$ cat src/rtl/edgecap_pkg.sv
package edgecap_pkg;
  localparam int unsigned ADDR_W = 5;
  localparam int unsigned DATA_W = 8;

  localparam logic [ADDR_W-1:0] A_CTRL      = 5'h00;
  localparam logic [ADDR_W-1:0] A_FLAGS     = 5'h01;
  localparam logic [ADDR_W-1:0] A_LEVELS    = 5'h02;
  localparam logic [ADDR_W-1:0] A_CNT_LO    = 5'h03;
  localparam logic [ADDR_W-1:0] A_CNT_HI    = 5'h04;
  localparam int unsigned       A_MODE_BASE = 8;
  localparam int unsigned       A_CAP_BASE  = 16;

  localparam int unsigned CTRL_RUN_BIT = 0;
  localparam int unsigned CTRL_OVF_BIT = 1;

  typedef struct packed {
    logic ie;
    logic fall;
    logic rise;
  } chan_mode_t;
endpackage

$ cat src/rtl/edgecap_timebase.sv
module edgecap_timebase #(
  parameter int unsigned CNT_W = 16
) (
  input  logic             clk,
  input  logic             rst_n,
  input  logic             run,
  input  logic             ovf_clr,
  output logic [CNT_W-1:0] count,
  output logic             ovf
);
  localparam logic [CNT_W-1:0] CNT_MAX = '1;

  logic [CNT_W-1:0] count_q, count_nxt;
  logic             ovf_q, ovf_nxt;
  logic             wrap;

  always_comb begin
    wrap      = run && (count_q == CNT_MAX);
    count_nxt = count_q;
    if (run) count_nxt = count_q + CNT_W'(1);
    ovf_nxt   = wrap | (ovf_q & ~ovf_clr);
  end

  always_ff @(posedge clk or negedge rst_n) begin
    if (!rst_n) begin
      count_q <= '0;
      ovf_q   <= 1'b0;
    end else begin
      count_q <= count_nxt;
      ovf_q   <= ovf_nxt;
    end
  end

  assign count = count_q;
  assign ovf   = ovf_q;

  assert_count_step_R2: assert property (@(posedge clk) disable iff (!rst_n)
    ($past(run) && ($past(count_q) != CNT_MAX)) |-> (count_q == $past(count_q) + CNT_W'(1)));
  assert_count_hold_R2: assert property (@(posedge clk) disable iff (!rst_n)
    !$past(run) |-> $stable(count_q));
  assert_ovf_on_wrap_R3: assert property (@(posedge clk) disable iff (!rst_n)
    ($past(run) && ($past(count_q) == CNT_MAX)) |-> (ovf_q && count_q == '0));
  assert_ovf_sticky_R3: assert property (@(posedge clk) disable iff (!rst_n)
    ($past(ovf_q) && !$past(ovf_clr)) |-> ovf_q);
endmodule

$ cat src/rtl/edgecap_qualifier.sv
module edgecap_qualifier (
  input  logic clk,
  input  logic rst_n,
  input  logic pin,
  output logic level,
  output logic rise_evt,
  output logic fall_evt
);
  logic sync1_q, sync2_q, hist_q, level_q;
  logic level_nxt, accept;

  always_comb begin
    accept    = (sync2_q != level_q) && (hist_q == sync2_q);
    level_nxt = accept ? sync2_q : level_q;
    rise_evt  = accept &  sync2_q;
    fall_evt  = accept & ~sync2_q;
  end

  always_ff @(posedge clk or negedge rst_n) begin
    if (!rst_n) begin
      sync1_q <= 1'b0;
      sync2_q <= 1'b0;
      hist_q  <= 1'b0;
      level_q <= 1'b0;
    end else begin
      sync1_q <= pin;
      sync2_q <= sync1_q;
      hist_q  <= sync2_q;
      level_q <= level_nxt;
    end
  end

  assign level = level_q;

  assert_filter_two_clk_R8: assert property (@(posedge clk) disable iff (!rst_n)
    (level_q != $past(level_q)) |-> ($past(sync2_q) == level_q && $past(hist_q) == level_q));
  assert_single_event_R8: assert property (@(posedge clk) disable iff (!rst_n)
    !(rise_evt && fall_evt));
endmodule

$ cat src/rtl/edgecap_channel.sv
module edgecap_channel
  import edgecap_pkg::*;
#(
  parameter int unsigned CNT_W = 16
) (
  input  logic             clk,
  input  logic             rst_n,
  input  chan_mode_t       mode,
  input  logic             rise_evt,
  input  logic             fall_evt,
  input  logic [CNT_W-1:0] count,
  input  logic             flag_clr,
  output logic [CNT_W-1:0] cap_val,
  output logic             flag
);
  logic [CNT_W-1:0] cap_q, cap_nxt;
  logic             flag_q, flag_nxt;
  logic             cap_evt;

  always_comb begin
    cap_evt  = (mode.rise & rise_evt) | (mode.fall & fall_evt);
    cap_nxt  = cap_evt ? count : cap_q;
    flag_nxt = cap_evt | (flag_q & ~flag_clr);
  end

  always_ff @(posedge clk or negedge rst_n) begin
    if (!rst_n) begin
      cap_q  <= '0;
      flag_q <= 1'b0;
    end else begin
      cap_q  <= cap_nxt;
      flag_q <= flag_nxt;
    end
  end

  assign cap_val = cap_q;
  assign flag    = flag_q;

  assert_disabled_quiet_R7: assert property (@(posedge clk) disable iff (!rst_n)
    !$past(mode.rise || mode.fall) |-> ($stable(cap_q) && !$rose(flag_q)));
  assert_flag_on_capture_R9: assert property (@(posedge clk) disable iff (!rst_n)
    $past(cap_evt) |-> (flag_q && cap_q == $past(count)));
  assert_flag_sticky_R9: assert property (@(posedge clk) disable iff (!rst_n)
    ($past(flag_q) && !$past(flag_clr)) |-> flag_q);
  assert_set_beats_clear_R10: assert property (@(posedge clk) disable iff (!rst_n)
    $past(cap_evt && flag_clr) |-> flag_q);
  assert_rise_only_R4: assert property (@(posedge clk) disable iff (!rst_n)
    $past(fall_evt && !mode.fall) |-> $stable(cap_q));
  assert_fall_only_R5: assert property (@(posedge clk) disable iff (!rst_n)
    $past(rise_evt && !mode.rise) |-> $stable(cap_q));
endmodule

$ cat src/rtl/edgecap_unit.sv
module edgecap_unit
  import edgecap_pkg::*;
#(
  parameter int unsigned N_CH  = 5,
  parameter int unsigned CNT_W = 16
) (
  input  logic              clk,
  input  logic              rst_n,
  input  logic [N_CH-1:0]   ext_in,
  input  logic              wr_en,
  input  logic [ADDR_W-1:0] wr_addr,
  input  logic [DATA_W-1:0] wr_data,
  input  logic [ADDR_W-1:0] rd_addr,
  output logic [DATA_W-1:0] rd_data,
  output logic              irq
);
  // Channel count is limited to 8 by the byte-wide flag/level registers
  // and by the address space of the capture window.
  localparam int unsigned MODE_W = $bits(chan_mode_t);

  // reset: asynchronous assert, synchronous release
  logic rst_q1, rst_q2, rst_sync_n;
  always_ff @(posedge clk or negedge rst_n) begin
    if (!rst_n) begin
      rst_q1 <= 1'b0;
      rst_q2 <= 1'b0;
    end else begin
      rst_q1 <= 1'b1;
      rst_q2 <= rst_q1;
    end
  end
  assign rst_sync_n = rst_q2;

  // control register
  logic run_q, run_nxt, ctrl_wr, ovf_clr, ovf;
  logic [CNT_W-1:0] count;

  always_comb begin
    ctrl_wr = wr_en && (wr_addr == A_CTRL);
    run_nxt = ctrl_wr ? wr_data[CTRL_RUN_BIT] : run_q;
    ovf_clr = ctrl_wr && !wr_data[CTRL_OVF_BIT];
  end

  always_ff @(posedge clk or negedge rst_sync_n) begin
    if (!rst_sync_n) run_q <= 1'b0;
    else             run_q <= run_nxt;
  end

  edgecap_timebase #(.CNT_W(CNT_W)) u_timebase (
    .clk     (clk),
    .rst_n   (rst_sync_n),
    .run     (run_q),
    .ovf_clr (ovf_clr),
    .count   (count),
    .ovf     (ovf)
  );

  // per-channel logic
  chan_mode_t       mode_q [N_CH];
  logic [CNT_W-1:0] cap_val [N_CH];
  logic [N_CH-1:0]  flags, levels, ie_vec, flag_clr;
  logic             flags_wr;

  assign flags_wr = wr_en && (wr_addr == A_FLAGS);

  for (genvar g = 0; g < N_CH; g++) begin : g_ch
    localparam logic [ADDR_W-1:0] MODE_ADDR = ADDR_W'(A_MODE_BASE + g);
    chan_mode_t mode_nxt;
    logic       rise_evt, fall_evt;

    always_comb begin
      mode_nxt = mode_q[g];
      if (wr_en && (wr_addr == MODE_ADDR)) mode_nxt = chan_mode_t'(wr_data[MODE_W-1:0]);
      flag_clr[g] = flags_wr && !wr_data[g];
      ie_vec[g]   = mode_q[g].ie;
    end

    always_ff @(posedge clk or negedge rst_sync_n) begin
      if (!rst_sync_n) mode_q[g] <= '0;
      else             mode_q[g] <= mode_nxt;
    end

    edgecap_qualifier u_qual (
      .clk      (clk),
      .rst_n    (rst_sync_n),
      .pin      (ext_in[g]),
      .level    (levels[g]),
      .rise_evt (rise_evt),
      .fall_evt (fall_evt)
    );

    edgecap_channel #(.CNT_W(CNT_W)) u_chan (
      .clk      (clk),
      .rst_n    (rst_sync_n),
      .mode     (mode_q[g]),
      .rise_evt (rise_evt),
      .fall_evt (fall_evt),
      .count    (count),
      .flag_clr (flag_clr[g]),
      .cap_val  (cap_val[g]),
      .flag     (flags[g])
    );
  end

  assign irq = |(flags & ie_vec);

  // read mux
  always_comb begin
    rd_data = '0;
    unique case (rd_addr)
      A_CTRL:   rd_data = DATA_W'({ovf, run_q});
      A_FLAGS:  rd_data = DATA_W'(flags);
      A_LEVELS: rd_data = DATA_W'(levels);
      A_CNT_LO: rd_data = count[7:0];
      A_CNT_HI: rd_data = DATA_W'(count >> 8);
      default:  rd_data = '0;
    endcase
    for (int i = 0; i < N_CH; i++) begin
      if (rd_addr == ADDR_W'(A_MODE_BASE + i))       rd_data = DATA_W'(mode_q[i]);
      if (rd_addr == ADDR_W'(A_CAP_BASE + 2*i))      rd_data = cap_val[i][7:0];
      if (rd_addr == ADDR_W'(A_CAP_BASE + 2*i + 1))  rd_data = DATA_W'(cap_val[i] >> 8);
    end
  end

  assert_irq_needs_flag_R11: assert property (@(posedge clk) disable iff (!rst_sync_n)
    irq |-> (|flags));
  assert_irq_follows_enable_R11: assert property (@(posedge clk) disable iff (!rst_sync_n)
    (ie_vec == '0) |-> !irq);
  assert_run_write_R2: assert property (@(posedge clk) disable iff (!rst_sync_n)
    $past(ctrl_wr) |-> (run_q == $past(wr_data[CTRL_RUN_BIT])));
endmodule

$ cat config.mk
export PLATFORM = sky130hd
export DESIGN_NAME = edgecap_unit
export DESIGN_NICKNAME = d
export VERILOG_FILES = /design/src/rtl/edgecap_pkg.sv /design/src/rtl/edgecap_timebase.sv /design/src/rtl/edgecap_qualifier.sv /design/src/rtl/edgecap_channel.sv /design/src/rtl/edgecap_unit.sv
export SDC_FILE = /design/constraint.sdc
export NUM_CORES = 1
export LEC_CHECK = 0
export CAP_MARGIN = 10
export CORE_ASPECT_RATIO = 2
export CORE_MARGIN = 2
export CORE_UTILIZATION = 60
export CTS_CLUSTER_SIZE = 30
export DETAILED_ROUTE_END_ITERATION = 16
export PLACE_DENSITY = 0.8
export SLEW_MARGIN = 5
export SYNTH_ARGS = -nofsm -noshare
export SYNTH_HDL_FRONTEND = slang
export SYNTH_SLANG_ARGS = --single-unit
$ cat constraint.sdc
create_clock -name clk -period 6 [get_ports clk]
set_clock_uncertainty 0.2 [all_clocks]
set_input_delay 1.2 -clock clk [delete_from_list [all_inputs] [get_ports clk]]
set_output_delay 1.2 -clock clk [all_outputs]
set_load 0.1 [all_outputs]
After elaboration in Yosys (flattened, before gate mapping)
Index checks and enable logic that the tools add are counted.

Register bits after elaboration: 140. Word-level logic and storage cells: 179. Output and inout port bits: 9. Bits of input ports: 26.

Bitwise logic cells: 49. Equality and inequality tests: 36. Reductions and logical operators: 27. Multiplexer cells: 16. Add/subtract/negate cells: 1.

Operators with widths (number): $mux W8 (15); $eq A5 B4 Y1 const B (10); $eq A5 B5 Y1 const B (10); $pmux W8 S5 (1); $and A1 B1 Y1 (26); $logic_and A1 B1 Y1 (19); $add A16 B1 Y16 const B (1); $eq A16 B16 Y1 const B (1); $not A1 Y1 (11); $or A1 B1 Y1 (11); $eq A5 B1 Y1 const B (2); $eq A5 B2 Y1 const B (2); $logic_not A5 Y1 (2); $and A5 B5 Y5 (1); $eq A1 B1 Y1 (5); $eq A5 B3 Y1 const B (1); $logic_not A1 Y1 (5); $ne A1 B1 Y1 (5); $reduce_or A5 Y1 (1).

Longest topological paths before layout
Word-level depth: 17. Gate-level depth with buffers: 10. Mapped depth without buffers: 6.

By module
From an unflattened synthesis, not the netlist that was laid out.

Cell total of the unflattened synthesis: 618. Area, all modules: 7477.2 um2.

Modules (own cells, without submodules): edgecap_channel (sequential area each 425.4 um2, area an instance 689.4 um2, times used 5, cells each 37); edgecap_unit (sequential area each 450.4 um2, area an instance 2623.8 um2, times used 1, cells each 337); edgecap_timebase (sequential area each 425.4 um2, area an instance 762.0 um2, times used 1, cells each 61); edgecap_qualifier (sequential area each 100.1 um2, area an instance 128.9 um2, times used 5, cells each 7).

Worst setup path before layout
No wires, ideal clock.

Path type: input to output. From: input port rd_addr[2]. To: output port rd_data[0]. Slack: 806 ps. Arrival time: 3794 ps. Path buffers: 2. Stages on the path: 8. Required time: 4600 ps. Path through: buf_6 > nor3b_2 > and2_1 > clkbuf_1 > a22oi_1 > o211ai_1 > a311oi_1 > a32oi_1.

Cells in the longest elaborated chain, start to end: 17. Elaborated cells on any way between the ends: 36. Classes of those cells: eq/ne: 19; mux: 16; reduce/logical: 1.

Ends and longest elaborated chain: from (decl) (line edgecap_unit.sv:13) `input logic [ADDR_W-1:0] rd_addr,`; $eq A5 B3 Y1, or another cell as far along (line edgecap_unit.sv:110) `unique case (rd_addr)`; $pmux W8 S5 (line edgecap_unit.sv:110); $mux W8 (line edgecap_unit.sv:119) `if (rd_addr == ADDR_W'(A_MODE_BASE + i)) rd_data = DATA_W'(mode_q[i]);`; $mux W8 (line edgecap_unit.sv:120) `if (rd_addr == ADDR_W'(A_CAP_BASE + 2*i)) rd_data = cap_val[i][7:0];`; $mux W8 (line edgecap_unit.sv:121) `if (rd_addr == ADDR_W'(A_CAP_BASE + 2*i + 1)) rd_data = DATA_W'(cap_val[i] >> 8);`; $mux W8 (line edgecap_unit.sv:119); $mux W8 (line edgecap_unit.sv:120); $mux W8 (line edgecap_unit.sv:121); $mux W8 (line edgecap_unit.sv:119); $mux W8 (line edgecap_unit.sv:120); $mux W8 (line edgecap_unit.sv:121); $mux W8 (line edgecap_unit.sv:119); $mux W8 (line edgecap_unit.sv:120); $mux W8 (line edgecap_unit.sv:121); $mux W8 (line edgecap_unit.sv:119); $mux W8 (line edgecap_unit.sv:120); $mux W8 * (line edgecap_unit.sv:121); to (decl) (line edgecap_unit.sv:14) `output logic [DATA_W-1:0] rd_data,`.

Every way passes the cells marked *; elsewhere a longest branch is shown, timed or not.

Worst setup path in the final report
From: input port rd_addr[4]. To: output port rd_data[5].

The elaborated chain is that of the path after synthesis.

==> impl_metrics.toml <==
[yosys]
net_count_after_synthesis = 661
syn-instance-count = 634
netlist-cell-type-count = 71
yosysWarnings = 0
synth.avg_cell_area_um2 = 11.03
async_reset_ff_share_pct = 100.0
flip_flop_cell_with_the_highest_count_after_synthesis = "sky130_fd_sc_hd__dfrtp_1"
synth_seq_cells = 140
syn_area_um2 = 6992
synth_seq_area_share_pct = 50.11
number_of_enable_flip_flop_cells_after_synthesis = 0

[setup_path]
worst-endpoint-arrival_ns = 4.17
cells_along_the_critical_path = "clkdlybuf4s50_1 -> buf_4 -> and2b_1 -> o21ai_1 -> o21ai_0 -> or4_1 -> nand3_1 -> buf_12"
critical_path_required_time_ns = 4.60
worst-setup-path-type = "input port to output pin"
startpoint_types = "input port"
cp_slowest_stage_delay_ns = 0.75
crit_path_max_fanout = 14
end_kind = "output pin"
crit_slowest_cell = "sky130_fd_sc_hd__clkdlybuf4s50_1"

[floorplanning]
die_area_um2 = 12580
width_of_the_die_um = 80.33
core_area_um2 = 11350
initial_utilization_pct = 61.58
std_cell_rows = 55
die_y_um = 156.7
pin_count = 35

[sta]
drv_slew = 0
worst_hold_margin_ns = 0.1467
unrepaired_setup_endpoints_after_global_routing = "false"
setup_tns_ns = 0
max_freq_ghz = 0.1795
finalCritPeriodShare_pct = 92.84
finalWorstPathRequiredPeriod_ns = 5.570
final-setup-viol-count = 0
relSlewSlack_pct = 35.81
report.final.hold_viol_count = 0
worst_max_slew_pin_slew_ns = 0.9599

[global_route]
grt_start_max_net_pins = 75
first_global_vias = 5764
antenna_found_initial = 0
total_routing_usage_gr_pct = 36.62
grt-ovfl-total = 0
global_route_wire_length_before_repair_mm = 33.29

[cells_and_area]
mostFrequentLayoutCell = "sky130_fd_sc_hd__dfrtp_1"
layout.cells.most_common_list = "sky130_fd_sc_hd__dfrtp_1 (139), sky130_fd_sc_hd__mux2_2 (99), sky130_fd_sc_hd__nor2_1 (44)"
flow.area_growth_from_synthesis_pct = 16.32
fill_cells = 802
final_area_um2 = 8133
nNetsFinal = 691
insertedDiodeCount = 0
layout-drive-gt1-share_pct = 27.74

[place]
place_area_um2 = 7541
globalplace.congestion = 0.9807
dpl.hpwl_mm = 15.42
io_buffers = 31

[drt]
remaining_drc_errors = 0
drtPass1Iterations = 5
routed_wirelength_mm = 21.40
detail_route.vias_per_cell = 6.801
vias = 5550
detail_route.iter0.violations = 578
avgRoutedWirePerCell_um = 26.23
postRouteAntennaNets = 0

[clock_network]
cts_resized = 0
cts_htree_levels = 4
clk_path_buf_depth = 2
tritoncts.num_buffers = 17
tritoncts_num_sinks = 140
postCtsSetupBuffers = 0
worst_skew_pair.late_latency_ns = 0.42
cts_hold_buffers = 0
cts_tree = "done"
cts_root_buffer = "sky130_fd_sc_hd__clkbuf_16"
cts.reportedPaths.clkPinSlew_ns = 0.06

[power_and_ir_drop]
p_leak_nw = 3.608
post-layout-total-power_w = 0.002739
vdd_ir_drop_max_mv = 0.2701
power_density_nw_per_um2 = 336.7

[worst_hold_path]
worst_hold_path_type = "flop to flop"

[outcome]
outcome = "finished, final reports clean"

[run]
max-cap-violations = 0
cells in the mapped netlist (all sizes together) (2+ instances only):
cell,count,area (um^2)
a21oi,31,155.2
a22o,4,35.03
nand3b,5,37.54
a211oi,4,30.03
o211ai,2,15.01
dfrtp,140,3503
nor3,6,35.03
a222oi,2,20.02
o21ai,38,190.2
nor3b,12,100.1
a311oi,2,17.52
xor2,3,26.28
nor4,4,40.04
nand2b,6,37.54
or3,3,23.77
nor2b,10,62.56
mux2,102,1156
or3b,2,20.02
nand4,8,56.30
nor2,46,182.7
or4,3,22.52
a32oi,4,35.03
xnor2,12,105.1
a211o,2,17.52
a31oi,8,50.05
nand3,18,90.09
or2,2,15.02
nand2,39,146.4
o31ai,6,45.04
a221oi,9,85.08
o32ai,3,26.28
inv,6,22.52
and3,11,68.82
clkbuf,16,61.30
and2b,4,30.03
a22oi,12,90.09
buf,31,182.7
o22ai,3,18.77
metal layers:
layer | global-route usage (%) | routed length (um) | vias up
met3 | 6.978 | 1292 | 117
met4 | 24.94 | 1919 | 0
met1 | 40.33 | 7111 | 2741
met2 | 62.30 | 11080 | 304
li1 | - | - | 2388
met5 | 0 | 0 | -
critical path, delay by kind of cell:
family,cells,cell delay (ns)
compound gates,2,0.71
buf+inv,3,1.28
simple gates,3,0.98
report_power, final:
| group | internal, W | leakage (nW) | total, W | switching [W] |
|---|---|---|---|---|
| clock | 0.000644 | 0.280 | 0.00105 | 0.000401 |
| combinational | 0.000212 | 1.50 | 0.000459 | 0.000248 |
| sequential | 0.00107 | 1.83 | 0.00123 | 0.000163 |
final cells by class:
type	count	area (um^2)	area share, %
Inverter	6	22.52	0.2769
Tap cell	142	177.7	2.185
Timing Repair Buffer	58	595.6	7.323
Clock inverter	12	151.4	1.862
Clock buffer	17	425.4	5.231
Sequential cell	140	3507	43.12
Multi-Input combinational cell	441	3253	40.00
sequential cells by signal (all words and copies together), names as in the netlist, 5 cells and up:
name                 cells
u_timebase.count        16
g_ch.u_qual.sync1_q      5
g_ch.u_qual.sync2_q      5
g_ch.u_qual.hist_q       5
mode_q                  10
g_ch.u_chan.flag         5
g_ch.u_qual.level        5
g_ch.u_chan.cap_val     80
ie_vec                   5
worst paths after layout:
kind	slack, ns	end	from	cells past startpoint
max in group asynchronous	3.93	g_ch[1].u_chan.cap_val[3]	rst_q2	1
min in group asynchronous	0.21	g_ch[4].u_chan.cap_val[2]	rst_q2	0
worst min register to register	0.15	g_ch[3].u_qual.sync2_q	g_ch[3].u_qual.sync1_q	0
worst max-delay path	0.43	rd_data[5]	rd_addr[4]	8
worst max register to register	3.72	g_ch[3].u_chan.cap_val[12]	mode_q[3]	5
worst min-delay path	0.15	g_ch[3].u_qual.sync2_q	g_ch[3].u_qual.sync1_q	0
cell families after synthesis:
kind of cell	count (synthesis)	share of synthesized area, %
compound gates	137	12.81
xor+xnor	15	1.879
fa+ha+maj	1	0.1789
buf+inv	53	3.812
flops	140	50.11
mux	102	16.54
other cells	1	0.05363
simple gates	185	14.62
metrics by stage:
stage,cells,util (%),setup WS [ns]
2_1_floorplan,634,-,0.8060
3_3_place_gp,786,66.41,0.6446
3_5_place_dp,786,66.41,0.5832
4_1_cts,815,71.49,0.5648
5_1_grt,816,71.63,0.4054
6_report,816,71.63,0.4299
No activity file was read; power rests on OpenSTA's default activity.
